$ cat src/rtl/dial_pkg.sv
// Package: shared types and constants for the tuning dial accumulator.
// Assumes: the window count width is fixed for the whole block.
package dial_pkg;
    // Width of the per-window step count
    localparam int STEP_CNT_W = 2;

    // Direction of a step or of a window
    typedef enum logic {
        DIR_DOWN = 1'b0,
        DIR_UP   = 1'b1
    } dial_dir_e;

    // Snapshot published at each read strobe
    typedef struct packed {
        logic [STEP_CNT_W-1:0] cnt;
        dial_dir_e             dir;
        logic                  mem;
    } dial_status_t;
endpackage

$ cat src/rtl/dial_sync.sv
// Module: multi-stage synchroniser for a bundle of asynchronous inputs.
// Assumes: each input is a slow level signal, so bits may be sampled
// independently; reset drives every stage to zero.
module dial_sync #(
    parameter int CHANNELS = 2,
    parameter int STAGES   = 2
) (
    input  logic                clk,
    input  logic                rst_n,
    input  logic [CHANNELS-1:0] async_in,
    output logic [CHANNELS-1:0] sync_out
);
    genvar ch;
    generate
        for (ch = 0; ch < CHANNELS; ch++) begin : g_chan
            logic [STAGES-1:0] chain_q;

            // Shift the raw input through the flop chain
            always_ff @(posedge clk) begin
                if (!rst_n) chain_q <= '0;
                else        chain_q <= {chain_q[STAGES-2:0], async_in[ch]};
            end

            assign sync_out[ch] = chain_q[STAGES-1];
        end
    endgenerate
endmodule

$ cat src/rtl/dial_quad_decode.sv
// Module: turns the synchronised sensor pair into single-cycle step pulses.
// Assumes: code = {a, b}; up order 00->01->11->10->00; a change of both
// bits at once is illegal and dropped.
module dial_quad_decode
    import dial_pkg::*;
(
    input  logic      clk,
    input  logic      rst_n,
    input  logic      a_sync,
    input  logic      b_sync,
    output logic      step_vld,
    output dial_dir_e step_dir
);
    logic [1:0] cur_code;
    logic [1:0] prev_q;
    logic       is_up;
    logic       is_dn;

    assign cur_code = {a_sync, b_sync};

    // Remember the last sampled code
    always_ff @(posedge clk) begin
        if (!rst_n) prev_q <= 2'b00;
        else        prev_q <= cur_code;
    end

    // Match the current code against the two legal neighbours of the previous one
    always_comb begin
        is_up    = (cur_code == {prev_q[0], ~prev_q[1]});
        is_dn    = (cur_code == {~prev_q[0], prev_q[1]});
        step_vld = is_up | is_dn;
        step_dir = is_up ? DIR_UP : DIR_DOWN;
    end


    double_move_ignored_chk: assert property (@(posedge clk) disable iff (!rst_n)
        (cur_code == ~prev_q) |-> !step_vld);
endmodule

$ cat src/rtl/dial_step_window.sv
// Module: gathers decoded steps into a saturating count for one poll window.
// Assumes: a clear empties the window, and a step in the clear cycle opens
// the new window; a reversal restarts the count at one.
module dial_step_window
    import dial_pkg::*;
(
    input  logic                  clk,
    input  logic                  rst_n,
    input  logic                  step_vld,
    input  dial_dir_e             step_dir,
    input  logic                  win_clr,
    output logic [STEP_CNT_W-1:0] cnt_q,
    output dial_dir_e             dir_q
);
    localparam logic [STEP_CNT_W-1:0] CNT_MAX = {STEP_CNT_W{1'b1}};

    logic [STEP_CNT_W-1:0] cnt_n;
    dial_dir_e             dir_n;

    // Work out the next window count and direction
    always_comb begin
        cnt_n = cnt_q;
        dir_n = dir_q;
        if (win_clr) begin
            cnt_n = step_vld ? STEP_CNT_W'(1) : '0;
            if (step_vld) dir_n = step_dir;
        end else if (step_vld) begin
            if (step_dir != dir_q || cnt_q == '0) begin
                cnt_n = STEP_CNT_W'(1);
                dir_n = step_dir;
            end else if (cnt_q != CNT_MAX) begin
                cnt_n = cnt_q + STEP_CNT_W'(1);
            end
        end
    end

    // Hold the window state
    always_ff @(posedge clk) begin
        if (!rst_n) begin
            cnt_q <= '0;
            dir_q <= DIR_UP;
        end else begin
            cnt_q <= cnt_n;
            dir_q <= dir_n;
        end
    end


    sat_hold_chk: assert property (@(posedge clk) disable iff (!rst_n)
        (cnt_q == CNT_MAX && step_vld && step_dir == dir_q && !win_clr) |=> (cnt_q == CNT_MAX));

    reversal_restart_chk: assert property (@(posedge clk) disable iff (!rst_n)
        (step_vld && step_dir != dir_q && !win_clr) |=> (cnt_q == STEP_CNT_W'(1)));

    clear_empty_chk: assert property (@(posedge clk) disable iff (!rst_n)
        (win_clr && !step_vld) |=> (cnt_q == '0));
endmodule

$ cat src/rtl/dial_freq_accum.sv
// Module: frequency register updated by one signed window count per read.
// Assumes: units of 10 kHz; the result is clamped to [F_MIN, F_MAX];
// memory-path reads do not step the frequency.
module dial_freq_accum
    import dial_pkg::*;
#(
    parameter int FREQ_W   = 15,
    parameter int F_PRESET = 14500,
    parameter int F_MIN    = 14400,
    parameter int F_MAX    = 14600
) (
    input  logic                  clk,
    input  logic                  rst_n,
    input  logic                  rd,
    input  logic                  src_mem,
    input  logic [STEP_CNT_W-1:0] cnt,
    input  dial_dir_e             dir,
    output logic [FREQ_W-1:0]     freq_q
);
    localparam logic [FREQ_W:0] LIM_LO = (FREQ_W+1)'(F_MIN);
    localparam logic [FREQ_W:0] LIM_HI = (FREQ_W+1)'(F_MAX);

    logic [FREQ_W:0]   wide_cur;
    logic [FREQ_W:0]   wide_cnt;
    logic [FREQ_W:0]   sum_up;
    logic [FREQ_W-1:0] freq_n;

    // Compute the clamped result of applying the window
    always_comb begin
        wide_cur = {1'b0, freq_q};
        wide_cnt = (FREQ_W+1)'(cnt);
        sum_up   = wide_cur + wide_cnt;
        if (dir == DIR_UP)
            freq_n = (sum_up > LIM_HI) ? FREQ_W'(F_MAX) : sum_up[FREQ_W-1:0];
        else
            freq_n = (wide_cur < LIM_LO + wide_cnt) ? FREQ_W'(F_MIN)
                                                    : FREQ_W'(wide_cur - wide_cnt);
    end

    // Load the preset on reset, apply the window on a dial read
    always_ff @(posedge clk) begin
        if (!rst_n)              freq_q <= FREQ_W'(F_PRESET);
        else if (rd && !src_mem) freq_q <= freq_n;
    end


    freq_hold_chk: assert property (@(posedge clk) disable iff (!rst_n)
        !rd |=> $stable(freq_q));

    freq_up_moves_chk: assert property (@(posedge clk) disable iff (!rst_n)
        (rd && !src_mem && dir == DIR_UP) |=> (freq_q >= $past(freq_q)));

    band_limit_chk: assert property (@(posedge clk) disable iff (!rst_n)
        (freq_q >= FREQ_W'(F_MIN)) && (freq_q <= FREQ_W'(F_MAX)));

    mem_no_step_chk: assert property (@(posedge clk) disable iff (!rst_n)
        (rd && src_mem) |=> $stable(freq_q));
endmodule

$ cat src/rtl/dial_tuner.sv
// Module: top of the tuning dial accumulator. It chains the synchroniser,
// the quadrature decoder, the step window and the frequency register,
// and latches the status snapshot on each read.
// Assumes: win_clr, poll_rd and src_mem are synchronous to clk.
module dial_tuner
    import dial_pkg::*;
#(
    parameter int SYNC_STAGES = 2,
    parameter int FREQ_W      = 15,
    parameter int F_PRESET    = 14500,
    parameter int F_MIN       = 14400,
    parameter int F_MAX       = 14600
) (
    input  logic                  clk,
    input  logic                  rst_n,
    input  logic                  dial_a,
    input  logic                  dial_b,
    input  logic                  win_clr,
    input  logic                  poll_rd,
    input  logic                  src_mem,
    output logic [FREQ_W-1:0]     freq_code,
    output logic [STEP_CNT_W-1:0] stat_cnt,
    output logic                  stat_up,
    output logic                  stat_mem
);
    logic [1:0]            sens_sync;
    logic                  step_vld;
    dial_dir_e             step_dir;
    logic [STEP_CNT_W-1:0] win_cnt;
    dial_dir_e             win_dir;
    dial_status_t          stat_q;

    dial_sync #(.CHANNELS(2), .STAGES(SYNC_STAGES)) u_sync (
        .clk      (clk),
        .rst_n    (rst_n),
        .async_in ({dial_a, dial_b}),
        .sync_out (sens_sync)
    );

    dial_quad_decode u_decode (
        .clk      (clk),
        .rst_n    (rst_n),
        .a_sync   (sens_sync[1]),
        .b_sync   (sens_sync[0]),
        .step_vld (step_vld),
        .step_dir (step_dir)
    );

    dial_step_window u_window (
        .clk      (clk),
        .rst_n    (rst_n),
        .step_vld (step_vld),
        .step_dir (step_dir),
        .win_clr  (win_clr),
        .cnt_q    (win_cnt),
        .dir_q    (win_dir)
    );

    dial_freq_accum #(
        .FREQ_W   (FREQ_W),
        .F_PRESET (F_PRESET),
        .F_MIN    (F_MIN),
        .F_MAX    (F_MAX)
    ) u_freq (
        .clk     (clk),
        .rst_n   (rst_n),
        .rd      (poll_rd),
        .src_mem (src_mem),
        .cnt     (win_cnt),
        .dir     (win_dir),
        .freq_q  (freq_code)
    );

    // Capture the window snapshot only at a read strobe
    always_ff @(posedge clk) begin
        if (!rst_n)       stat_q <= '{cnt: '0, dir: DIR_UP, mem: 1'b0};
        else if (poll_rd) stat_q <= '{cnt: win_cnt, dir: win_dir, mem: src_mem};
    end

    assign stat_cnt = stat_q.cnt;
    assign stat_up  = (stat_q.dir == DIR_UP);
    assign stat_mem = stat_q.mem;


    status_hold_chk: assert property (@(posedge clk) disable iff (!rst_n)
        !poll_rd |=> ($stable(stat_cnt) && $stable(stat_up) && $stable(stat_mem)));

    mem_flag_chk: assert property (@(posedge clk) disable iff (!rst_n)
        (poll_rd && src_mem) |=> stat_mem);
endmodule

$ cat config.mk
export PLATFORM = sky130hd
export DESIGN_NAME = dial_tuner
export DESIGN_NICKNAME = d
export VERILOG_FILES = /design/src/rtl/dial_pkg.sv /design/src/rtl/dial_sync.sv /design/src/rtl/dial_quad_decode.sv /design/src/rtl/dial_step_window.sv /design/src/rtl/dial_freq_accum.sv /design/src/rtl/dial_tuner.sv
export SDC_FILE = /design/constraint.sdc
export NUM_CORES = 1
export LEC_CHECK = 0
export BUFFER_PORTS_ARGS = -buffer_cell sky130_fd_sc_hd__buf_2
export CAP_MARGIN = 20
export CORE_MARGIN = 3
export CORE_UTILIZATION = 38
export CTS_CLUSTER_SIZE = 14
export DETAILED_ROUTE_END_ITERATION = 10
export SLEW_MARGIN = 20
export SYNTH_ARGS = -nofsm -noshare
export SYNTH_HDL_FRONTEND = slang
export SYNTH_SLANG_ARGS = --single-unit
$ cat constraint.sdc
create_clock -name clk -period 3.55 [get_ports clk]
set_input_delay 0.355 -clock clk [delete_from_list [all_inputs] [get_ports clk]]
set_output_delay 0.355 -clock clk [all_outputs]
set_load 0.02 [all_outputs]
# Yosys cells after proc, flatten, opt, wreduce, memory -nomap -nowiden
# Cells that the tools add are included.
[totals] word_cells=44 regBits=28 output_inout_bits=19
[op_classes] reduce_logical=9 n_addsub=4 n_lt_le_gt_ge=2 bitwise=3 n_mux=13 eq_ne=4
[op_table] op="$mux 15" n=3
[op_table] op="$add 15x2->16" n=1
[op_table] op="$gt 16x14->1 const B" n=1
[op_table] op="$lt 15x16->1" n=1
[op_table] op="$add 14x2->15 const A" n=1
[op_table] op="$sub 15x2->15" n=1
[op_table] op="$mux 2" n=4
[op_table] op="$mux 1" n=6
[op_table] op="$eq 2x2->1" n=2
[op_table] op="$reduce_and 2->1" n=2
[op_table] op="$reduce_bool 2->1" n=2
[op_table] op="$reduce_bool 3->1" n=1
[op_table] op="$add 2x1->2 const B" n=1
[op_table] op="$logic_not 2->1" n=1
[op_table] op="$ne 2x2->1 const B" n=1
[op_table] op="$not 1->1" n=2
[op_table] op="$logic_and 1x1->1" n=1
[op_table] op="$logic_not 1->1" n=1
[op_table] op="$logic_or 1x1->1" n=1
[op_table] op="$ne 1x1->1" n=1
[op_table] op="$or 1x1->1" n=1

# Longest topological paths before layout
# Gate-level depths: netlist (run 1).
[logic_depth] depth_word=8 ltp_mapped=11

# Cells and area by module
# From an unflattened synthesis (run 1), not the netlist that was laid out.
[hier_totals] cells_unflattened=277 area_unflattened_um2=2267.2
[by_module_without_submodules] module="dial_freq_accum" instances=1 area_each_um2=1721.7 cells_per_inst=224
[by_module_without_submodules] module="dial_step_window" instances=1 area_each_um2=193.9 cells_per_inst=22
[by_module_without_submodules] module="dial_tuner" instances=1 area_each_um2=147.6 cells_per_inst=13
[by_module_without_submodules] module="dial_sync" instances=1 area_each_um2=120.1 cells_per_inst=10
[by_module_without_submodules] module="dial_quad_decode" instances=1 area_each_um2=83.8 cells_per_inst=8

# Worst setup path after synthesis (run 1)
# No wires, ideal clock.
[synth_path] kind="reg-to-reg" startpoint="register u_freq.freq_q[0]" endpoint="register u_freq.freq_q[12]" synth_period_minus_slack_ps=2888 required_time_ps=3417 t_arrival_ps=2755 slack_ps=662 setup_ps=133 path_stages_with_launch=11 path_buffers=0 path_cell_list="dfxtp_1 -> ha_1 -> inv_1 -> fa_1 -> and2b_1 -> nand3_1 -> nor3_1 -> mux2i_1 -> a21oi_1 -> a2111oi_1 -> a31oi_1"
[synth_between] elab_chain_len=4
[synth_rtl] item="start, declared" line="dial_freq_accum.sv:18" text="output logic [FREQ_W-1:0] freq_q"
[synth_rtl] item="start signal, assigned" line="dial_freq_accum.sv:42" text="if (!rst_n) freq_q <= FREQ_W'(F_PRESET);"
[synth_rtl] item="start signal, assigned" line="dial_freq_accum.sv:43" text="else if (rd && !src_mem) freq_q <= freq_n;"
[synth_rtl] item="$add 15x2->16" line="dial_freq_accum.sv:32" text="sum_up = wide_cur + wide_cnt;"
[synth_rtl] item="$gt 16x14->1" line="dial_freq_accum.sv:34" text="freq_n = (sum_up > LIM_HI) ? FREQ_W'(F_MAX) : sum_up[FREQ_W-1:0];"
[synth_rtl] item="$mux 15" line="dial_freq_accum.sv:34"
[synth_rtl] item="$mux 15 (*)" line="dial_freq_accum.sv:33" text="if (dir == DIR_UP)"
# Mark *: on every way between the ends. The rest lies on a longest branch, timed or not.
# A chain may end at the register's enable or synchronous reset.

# Final worst setup path (run 1)
[layout_path] startpoint="register u_window.cnt_q[0]" endpoint="register u_freq.freq_q[1]"
[layout_between] elab_chain_len=4
[layout_rtl] item="start, declared" line="dial_step_window.sv:12" text="output logic [STEP_CNT_W-1:0] cnt_q,"
[layout_rtl] item="start signal, assigned" line="dial_step_window.sv:43" text="cnt_q <= cnt_n;"
[layout_rtl] item="$add 15x2->16 / $add 14x2->15 (equally long branches)" line="dial_freq_accum.sv:32, dial_freq_accum.sv:36"
[layout_rtl] item="$gt 16x14->1 / $lt 15x16->1 (equally long branches)" line="dial_freq_accum.sv:34, dial_freq_accum.sv:36"
[layout_rtl] item="$mux 15 (on tied branches)" line="dial_freq_accum.sv:34, dial_freq_accum.sv:36"
[layout_rtl] item="$mux 15 (*)" line="dial_freq_accum.sv:33"
# Marked as above.

==> flow_metrics.tcl, run 1 <==
set metrics [dict create \
    syn_avg_cell_area_sq_um 8.10 \
    finalWorstSetupSlack_ps 486 \
    placedInstanceArea_sq_mm 0.00234 \
    worstPathMaxFanout 11 \
    place_inst 355 \
    grtUsageMet1 0.279 \
    post-route-period-util 0.863 \
    hold-path-cell-count 2 \
    cts_max_path_buffers 2 \
    synthesis.instances 277 \
    criticalPathCategory "reg2reg" \
    synthXorXnorAreaFrac 0.0507 \
    routed_wl_um 6000 \
    timing.max_cap.violations 0 \
    clock_tree_from_tritoncts "built" \
    worst_ep_arrival_time_ps 3280 \
    grt_use_total 0.172 \
    ant_nets 0 \
    result_of_the_run "finished, final reports clean" \
    cts_sinks 28 \
    timing.max_slew.rel_slack 0.531 \
    clk_pin_slew_worst_paths_ps 110 \
    placementRows 27 \
    port_buffers 25 \
    nNetsFinal 303 \
    ir_drop_v 0.000272 \
    number_of_global_route_vias_before_repair 1927 \
    clk_latency_ps 280 \
    antenna_found_initial 0 \
    routedWlPerCell_um 16.7 \
    globalplace.congestion 0.886 \
    via_count 2096 \
    grt_first_pass_wirelength_um 10100 \
    setup.worst_path.start "u_window.cnt_q[0]" \
    h_tree_levels 1 \
    synth-simple-area-share 0.253 \
    synth_top_family_by_area "compound AO/OA/AOI/OAI gates" \
    drt_pre_antenna_iters 5 \
    synthesized_area_fraction_occupied_by_ao_oa_aoi_and_oai_cells 0.287 \
    r2r_start "u_window.cnt_q[0]" \
    drt-vias-per-instance 5.84 \
    grt_max_degree 20 \
    mux_share_of_post_synthesis_cell_area 0.0318 \
    chipWidth_um 82.9 \
    clock.fmax_ghz 0.326 \
    yosys_register_bits 28 \
    total_cts_buffers 3 \
    grt.overflow.total 0 \
    synth-adder-area-share 0.0513 \
    fin_worst_skew_ps 2.57 \
    antenna_cells_inserted 0 \
    tightest_slew_ps 703 \
    die_area_sq_mm 0.00686 \
    detailedRoute.firstIterationViolations 231 \
    layout.cells.non_filler 359 \
    hold_viol 0 \
    drc 0 \
    io_pins 26 \
    power_per_cell_area_mw_per_mm2 325 \
    unrepaired_setup_endpoints_after_global_routing "false" \
    synth_enable_flop_cells 0 \
    finalSetupViolCount 0 \
    use_met3 0.0149 \
    ff2ff_path_depth 9 \
    static-leakage-power_uw 0.000935 \
    syn_area_sq_mm 0.00224 \
    async_reset_ff_frac 0 \
    post_cts_resized 0 \
    dieHeight_um 82.9 \
    synth_warnings 0 \
    seq_area_frac_synth 0.250 \
    ratio_of_cells_with_drive_above_1_in_the_final_layout 0.174 \
    final.fill_count 598 \
    clock-root-buffer "sky130_fd_sc_hd__clkbuf_8" \
    place_hpwl_um 4460 \
    critical_path_required_ps 3760 \
    synthToLayoutAreaGrowth_pct 7.41 \
    min-delay-start "dial_a" \
    floorplan.initialDensity 0.400 \
    layout.cell_area.non_filler_sq_mm 0.00241 \
    grt_met2_use 0.250 \
    cts_post_setup_buffers_inserted 0 \
    cts-hold-fix-buffers 0 \
    maxSlewViolCount 0 \
    synth_flop_cell "sky130_fd_sc_hd__dfxtp_1" \
    crit_path_end_kind "flip-flop" \
    layout_min_cycle_time_ps 3060 \
    total_power_uw 784 \
    setup.worst_path.start_class "flip-flop" \
    type_of_the_most_critical_hold_path "in2reg" \
    busiest_layer "met1" \
    fin_tns_setup_ps 0 \
    mappedNetlistNets 292 \
    place_worst_setup_slack_ps 501 \
    floorplan.core_area_sq_mm 0.00561 \
    cell_variety_after_synth 75 \
]
-- through the flow --
step           utilization  hold slack (ps)
3_5_place_dp         0.417              427
4_1_cts              0.430              271
6_report             0.430              274
2_1_floorplan            -              412
3_3_place_gp         0.417              430
5_1_grt              0.430              274
-- metal layers --
layer	vias up	wire length [um]
met3	8	284
met1	1001	3080
li1	1016	-
met4	0	42
met5	-	0
met2	71	2590
-- layout make-up --
type	count	area, sq um	area share
well taps	72	90.1	0.0374
clock inverters	1	30.0	0.0125
clock buffers	3	41.3	0.0171
inverters	10	37.5	0.0156
multi-input cells	218	1510	0.627
flip-flops and latches	28	561	0.232
repair buffers	27	140	0.0581
-- logic make-up after synthesis --
family / Yosys count
AO/OA/AOI/OAI: 83
buffers and inverters: 31
adder cells (fa/ha/maj): 8
flip-flops: 28
XOR/XNOR: 13
multiplexers: 7
AND/OR/NAND/NOR: 107
-- cells in the final DEF (no fill, tap or decap), types with 3 or more instances in the layout --
cell	netlist	final
sky130_fd_sc_hd__inv_1	10	10
sky130_fd_sc_hd__nand2_1	27	27
sky130_fd_sc_hd__a21o_1	3	3
sky130_fd_sc_hd__buf_2	6	25
sky130_fd_sc_hd__clkbuf_8	0	3
sky130_fd_sc_hd__ha_1	6	6
sky130_fd_sc_hd__o21ai_0	16	16
sky130_fd_sc_hd__xnor2_1	9	9
sky130_fd_sc_hd__or3_1	6	6
sky130_fd_sc_hd__o31ai_1	3	3
sky130_fd_sc_hd__mux2i_1	6	6
sky130_fd_sc_hd__and2_1	6	6
sky130_fd_sc_hd__o21ai_1	3	3
sky130_fd_sc_hd__nor2_1	29	29
sky130_fd_sc_hd__nand3_1	7	7
sky130_fd_sc_hd__nor2b_1	4	4
sky130_fd_sc_hd__a21oi_1	15	15
sky130_fd_sc_hd__dfxtp_1	28	28
sky130_fd_sc_hd__xor2_1	4	4
sky130_fd_sc_hd__nand2b_1	4	4
sky130_fd_sc_hd__nor3_1	7	7
-- synthesized netlist by cell type (4+ instances only) --
cell / n / area (sq um)
sky130_fd_sc_hd__xnor2_1: 9 / 78.8
sky130_fd_sc_hd__nand2b_1: 4 / 25.0
sky130_fd_sc_hd__nand3_1: 7 / 35.0
sky130_fd_sc_hd__or3_1: 6 / 37.5
sky130_fd_sc_hd__nor2b_1: 4 / 25.0
sky130_fd_sc_hd__o21ai_0: 16 / 80.1
sky130_fd_sc_hd__inv_1: 10 / 37.5
sky130_fd_sc_hd__mux2i_1: 6 / 60.1
sky130_fd_sc_hd__buf_6: 5 / 56.3
sky130_fd_sc_hd__a21oi_1: 15 / 75.1
sky130_fd_sc_hd__and2_1: 6 / 37.5
sky130_fd_sc_hd__ha_1: 6 / 75.1
sky130_fd_sc_hd__nor3_1: 7 / 35.0
sky130_fd_sc_hd__nand2_1: 27 / 101
sky130_fd_sc_hd__dfxtp_1: 28 / 561
sky130_fd_sc_hd__clkbuf_1: 7 / 26.3
sky130_fd_sc_hd__buf_2: 6 / 30.0
sky130_fd_sc_hd__nor2_1: 29 / 109
sky130_fd_sc_hd__xor2_1: 4 / 35.0
-- worst max-delay path: stages, from the launching register on --
cell                      delay (ps)
sky130_fd_sc_hd__dfxtp_1         460
sky130_fd_sc_hd__ha_1            230
sky130_fd_sc_hd__inv_1            60
sky130_fd_sc_hd__fa_1            460
sky130_fd_sc_hd__and2b_1         340
sky130_fd_sc_hd__nand3_1         100
sky130_fd_sc_hd__nor3_1          320
sky130_fd_sc_hd__mux2_2          490
sky130_fd_sc_hd__or3_1           370
sky130_fd_sc_hd__o22ai_1         160
-- flip-flops by register name, indices dropped and copies added, names as in the netlist --
register               count
stat_cnt                   2
u_freq.freq_q             15
u_window.dir_q             1
stat_up                    1
u_window.cnt_q             2
u_sync.g_chan.chain_q      4
stat_mem                   1
u_decode.prev_q            2
-- path summary, 6_finish.rpt --
path,end,slack [ps]
min reg2reg,u_sync.g_chan[1].chain_q[1],450
max,u_freq.freq_q[1],490
min,u_sync.g_chan[1].chain_q[0],270
max reg2reg,u_freq.freq_q[1],490
-- where the power goes --
part           internal, uW  total [uW]  switching, uW
clock network           151         262            111
logic                  62.4         162           99.8
registers               328         360           31.7
Power figures use the tool's default switching activity.
==> run 2: changes to the inputs <==
CORE_UTILIZATION = 53   (was 38)
PLACE_DENSITY = 0.76   (was unset)
clock period = 2.7 ns   (was 3.55 ns; I/O delays follow)
==> flow_metrics.tcl, run 2 (synthesized netlist as in run 1, its figures left out) <==
set metrics [dict create \
    chipWidth_um 71.1 \
    total_cts_buffers 3 \
    placementRows 23 \
    globalplace.congestion 0.906 \
    fin_worst_skew_ps 3.92 \
    internal_power_uw 734 \
    power.switching_uw 323 \
    layout_min_cycle_time_ps 2600 \
    ratio_of_cells_with_drive_above_1_in_the_final_layout 0.276 \
    unrepaired_setup_endpoints_after_global_routing "true" \
    cpLargestDelayFamily "compound AO/OA/AOI/OAI gates" \
    registers.top_by_ff_count "u_freq.freq_q" \
    static-leakage-power_uw 0.00103 \
    place_inst 346 \
    timing.max_cap.violations 0 \
    cts-hold-fix-buffers 0 \
    critical-path-slowest-cell "sky130_fd_sc_hd__dfxtp_2" \
    setup.worst_path.start_class "flip-flop" \
    final.fill_count 342 \
    r2r_start "u_window.cnt_q[0]" \
    comb_power_share 0.240 \
    nNetsFinal 320 \
    swShare 0.306 \
    io_pins 26 \
    cts_max_path_buffers 2 \
    drc 0 \
    dieHeight_um 71.1 \
    layout_common_cells "29 x sky130_fd_sc_hd__nor2_1, 26 x sky130_fd_sc_hd__nand2_1, 25 x sky130_fd_sc_hd__buf_2, 25 x sky130_fd_sc_hd__dfxtp_1, 19 x sky130_fd_sc_hd__buf_4" \
    power.share.sequential 0.443 \
    routed_wl_um 6240 \
    routedWlPerCell_um 17.6 \
    floorplan.core_area_sq_mm 0.00406 \
    ir_drop_v 0.000292 \
    grt_first_pass_wirelength_um 10100 \
    finalSetupViolCount 0 \
    worstPathMaxFanout 9 \
    drt_pre_antenna_iters 5 \
    crit_path_end_kind "flip-flop" \
    port_buffers 25 \
    power_per_cell_area_mw_per_mm2 406 \
    clock-root-buffer "sky130_fd_sc_hd__clkbuf_8" \
    power.clock.fraction 0.316 \
    critical_path.n_buffers_inverters 1 \
    number_of_global_route_vias_before_repair 2082 \
    min-delay-start "dial_a" \
    clock_tree_from_tritoncts "built" \
    criticalPathCategory "reg2reg" \
    h_tree_levels 1 \
    clock.fmax_ghz 0.385 \
    worst_ep_arrival_time_ps 2780 \
    tightest_slew_ps 536 \
    setup.worst_path.start "u_window.cnt_q[0]" \
    type_of_the_most_critical_hold_path "in2reg" \
    antenna_found_initial 0 \
    via_count 2258 \
    synthToLayoutAreaGrowth_pct 15.9 \
    grt_max_degree 20 \
    grt.overflow.total 0 \
    die_area_sq_mm 0.00505 \
    floorplan.initialDensity 0.553 \
    path_cells "ha_1, inv_1, fa_2, and2b_2, nand2_1, xnor2_1, o31ai_4, a21oi_4, o21ai_0, a31o_1" \
    place_hpwl_um 4530 \
    ant_nets 0 \
    result_of_the_run "finished, final reports clean" \
    drt-vias-per-instance 6.38 \
    clk_latency_ps 280 \
    critical_path_required_ps 2880 \
    clk_pin_slew_worst_paths_ps 100 \
    hold_viol 0 \
    critPathMaxStageDelay_ps 360 \
    grt_use_total 0.246 \
    post-route-period-util 0.963 \
    layout.cells.non_filler 354 \
    cts_sinks 28 \
    layout.core_utilization 0.641 \
    timing.max_slew.rel_slack 0.642 \
    layout_commonest_cell "sky130_fd_sc_hd__nor2_1" \
    regs_by_ff_count "u_freq.freq_q (15), u_sync.g_chan.chain_q (4)" \
    antenna_cells_inserted 0 \
    maxSlewViolCount 0 \
    detailedRoute.firstIterationViolations 231 \
    largest_reg_flops 15 \
]
[run 2: changes by cell type in the layout (fill, tap and decap cells not counted), moves of 2 or more]
cell	change
sky130_fd_sc_hd__buf_4	+17
sky130_fd_sc_hd__dfxtp_1	-3
sky130_fd_sc_hd__dfxtp_2	+3
sky130_fd_sc_hd__a2111oi_2	+2
sky130_fd_sc_hd__fa_1	-2
sky130_fd_sc_hd__fa_2	+2
[run 2: worst reg2reg max path, stage by stage (launching register included)]
cell	delay, ps
sky130_fd_sc_hd__dfxtp_2	360
sky130_fd_sc_hd__ha_1	180
sky130_fd_sc_hd__inv_1	60
sky130_fd_sc_hd__fa_2	360
sky130_fd_sc_hd__and2b_2	260
sky130_fd_sc_hd__nand2_1	100
sky130_fd_sc_hd__xnor2_1	330
sky130_fd_sc_hd__o31ai_4	140
sky130_fd_sc_hd__a21oi_4	320
sky130_fd_sc_hd__o21ai_0	180
sky130_fd_sc_hd__a31o_1	210
[run 2: cell type report]
| type | instances | area (sq um) | area share |
|---|---|---|---|
| Sequential cell | 28 | 564 | 0.217 |
| Inverter | 10 | 37.5 | 0.0144 |
| Timing Repair Buffer | 44 | 268 | 0.103 |
| Clock buffer | 3 | 41.3 | 0.0159 |
| Multi-Input combinational cell | 218 | 1600 | 0.614 |
| Clock inverter | 1 | 30.0 | 0.0115 |
| Tap cell | 50 | 62.6 | 0.0241 |
[run 2: final timing paths]
check,end,slack (ps),depth (start not counted)
min,u_sync.g_chan[1].chain_q[0],190,2
max reg2reg,u_freq.freq_q[10],100,10
min reg2reg,u_sync.g_chan[1].chain_q[1],450,1
max,u_freq.freq_q[10],100,10
[run 2: per-stage QoR]
step           worst slack [ps]  TNS [ps]  hold WS [ps]  total power (uW)  instance area (sq um)
5_1_grt                   -13.4     -19.1           192              1100                   2600
3_3_place_gp                133         0           423               703                   2420
6_report                   99.8         0           194              1060                   2600
2_1_floorplan              13.6         0           397               645                   2260
4_1_cts                    22.7         0           195              1040                   2490
3_5_place_dp               64.3         0           424               709                   2420
[run 2: power groups by stage]
stage	Clock, uW	Sequential (uW)	Combinational, uW
finish	334	469	254
global route	349	472	276
CTS	338	465	235
detailed placement	0	475	234
global placement	0	474	230
floorplan	0	470	175
[run 2: routing by layer]
metal	part of all wire	track usage
met5	0	0
met4	0.019	0.0919
met3	0.083	0.0327
met2	0.45	0.373
met1	0.45	0.356
[run 2: repair_timing]
item	in CTS	in global routing
setup endpoints to repair	0	11
resized for setup	0	16
buffers inserted	0	4
==> run 3: changes to the inputs <==
CTS_CLUSTER_DIAMETER = 50   (was unset)
RECOVER_POWER = 25   (was unset)
==> flow_metrics.tcl, run 3 (synthesized netlist as in run 1, its figures left out) <==
set metrics [dict create \
    maxSlewViolCount 0 \
    antenna_found_initial 0 \
    tightest_slew_ps 546 \
    cts_sinks 28 \
    detailedRoute.firstIterationViolations 204 \
    unrepaired_setup_endpoints_after_global_routing "true" \
    finalSetupViolCount 0 \
    fin_tns_setup_ps 0 \
    die_area_sq_mm 0.00505 \
    cts_max_path_buffers 2 \
    grt_first_pass_wirelength_um 10100 \
    io_pins 26 \
    port_buffers 25 \
    final.fill_count 342 \
    critPathMaxStageDelay_ps 360 \
    ratio_of_cells_with_drive_above_1_in_the_final_layout 0.270 \
    type_of_the_most_critical_hold_path "in2reg" \
    routedWlPerCell_um 17.7 \
    multiInputGateArea_sq_mm 0.00160 \
    layout_commonest_cell "sky130_fd_sc_hd__nor2_1" \
    grt_max_degree 20 \
    dieHeight_um 71.1 \
    path_cells "ha_1, inv_1, fa_2, and2b_2, nand2_1, xnor2_1, o31ai_4, a21oi_4, o21ai_0, a31o_1" \
    clk_pin_slew_worst_paths_ps 100 \
    floorplan.core_area_sq_mm 0.00406 \
    clock.fmax_ghz 0.385 \
    clock-root-buffer "sky130_fd_sc_hd__clkbuf_8" \
    place_hpwl_um 4530 \
    layout.cell_area.non_filler_sq_mm 0.00260 \
    crit_path_end_kind "flip-flop" \
    drt-vias-per-instance 6.34 \
    floorplan.initialDensity 0.553 \
    layout_common_cells "29 x sky130_fd_sc_hd__nor2_1, 26 x sky130_fd_sc_hd__nand2_1, 25 x sky130_fd_sc_hd__dfxtp_1, 24 x sky130_fd_sc_hd__buf_2, 18 x sky130_fd_sc_hd__buf_4" \
    hold_viol 0 \
    placedInstanceArea_sq_mm 0.00242 \
    h_tree_levels 1 \
    timing.max_cap.violations 0 \
    clk_latency_ps 280 \
    finalWorstSetupSlack_ps 105 \
    layout_min_cycle_time_ps 2600 \
    timing.max_slew.rel_slack 0.636 \
    clock_tree_from_tritoncts "built" \
    regs_by_ff_count "u_freq.freq_q (15), u_sync.g_chan.chain_q (4)" \
    total_cts_buffers 3 \
    finalHoldWorstSlack_ps 194 \
    cts-hold-fix-buffers 0 \
    power_per_cell_area_mw_per_mm2 407 \
    routed_wl_um 6260 \
    static-leakage-power_uw 0.00102 \
    largest_reg_flops 15 \
    via_count 2245 \
    placementRows 23 \
    ir_drop_v 0.000294 \
    drt_pre_antenna_iters 6 \
    critical_path_required_ps 2880 \
    post-route-period-util 0.961 \
    result_of_the_run "finished, final reports clean" \
    number_of_global_route_vias_before_repair 2082 \
    registers.top_by_ff_count "u_freq.freq_q" \
    nNetsFinal 320 \
    grt.overflow.total 0 \
    grt_use_total 0.246 \
    antenna_cells_inserted 0 \
    ant_nets 0 \
    critical-path-slowest-cell "sky130_fd_sc_hd__dfxtp_2" \
    drc 0 \
    place_worst_setup_slack_ps 64.3 \
    setup.worst_path.start_class "flip-flop" \
    synthToLayoutAreaGrowth_pct 15.7 \
    globalplace.congestion 0.906 \
    area.sequential_sq_um 564 \
    chipWidth_um 71.1 \
    worst_ep_arrival_time_ps 2770 \
    criticalPathCategory "reg2reg" \
    fin_worst_skew_ps 4.15 \
    worstPathMaxFanout 9 \
]
==> run 3: changes by cell type in the layout (fill, tap and decap cells not counted) <==
cell	change
sky130_fd_sc_hd__and2_0	+3
sky130_fd_sc_hd__and2_1	-3
sky130_fd_sc_hd__buf_2	-1
sky130_fd_sc_hd__buf_4	-1
sky130_fd_sc_hd__clkbuf_1	+2
==> run 3: timing repair <==
item / 4_1_cts / 5_1_grt
endpoints found under the setup margin: 0 / 11
setup buffers: 0 / 4
gates resized for setup: 0 / 16
==> run 3: area by class of cell <==
cell class	instances	share of cell area
Tap cell	50	0.0241
Timing Repair Buffer	44	0.101
Sequential cell	28	0.217
Clock inverter	1	0.0116
Clock buffer	3	0.0159
Multi-Input combinational cell	218	0.615
Inverter	10	0.0145
==> run 3: where the power goes <==
part	total, uW	leakage (uW)	internal (uW)	switching [uW]
clock	335	0.0000357	199	136
sequential	469	0.000230	432	36.4
combinational	253	0.000755	102	152
total	1060	0.00102	733	324
==> run 3: stage by stage <==
stage / std cells / power, uW / util
final: 354 / 1060 / 0.640
after CTS: 350 / 1040 / 0.615
after detailed placement: 346 / 709 / 0.597
after global placement: 346 / 703 / 0.597
after global routing: 354 / 1100 / 0.640
after floorplan: 277 / 645 / -
==> run 3: final timing paths <==
check / cells after the start / endpoint / startpoint / slack (ps)
max: 10 / u_freq.freq_q[10] / u_window.cnt_q[0] / 100
min: 2 / u_sync.g_chan[1].chain_q[0] / dial_a / 190
max reg2reg: 10 / u_freq.freq_q[10] / u_window.cnt_q[0] / 100
min reg2reg: 1 / u_sync.g_chan[1].chain_q[1] / u_sync.g_chan[1].chain_q[0] / 450
==> run 3: critical path: cells and delay by family, from the launching register on <==
kind            cells  cell delay [ps]
compound gates      4              840
xor+xnor            1              330
fa+ha+maj           2              540
buf+inv             1               60
flops               1              360
simple gates        2              360
==> run 3: routing by layer <==
layer  global-route usage  vias to the layer above  share of wire  wire length, um
li1                     -                     1052              -                -
met1                0.356                     1035           0.45             2790
met2                0.373                      138           0.45             2800
met3               0.0327                       20          0.084              526
met4               0.0919                        0          0.022              138
met5                    0                        -              0                0
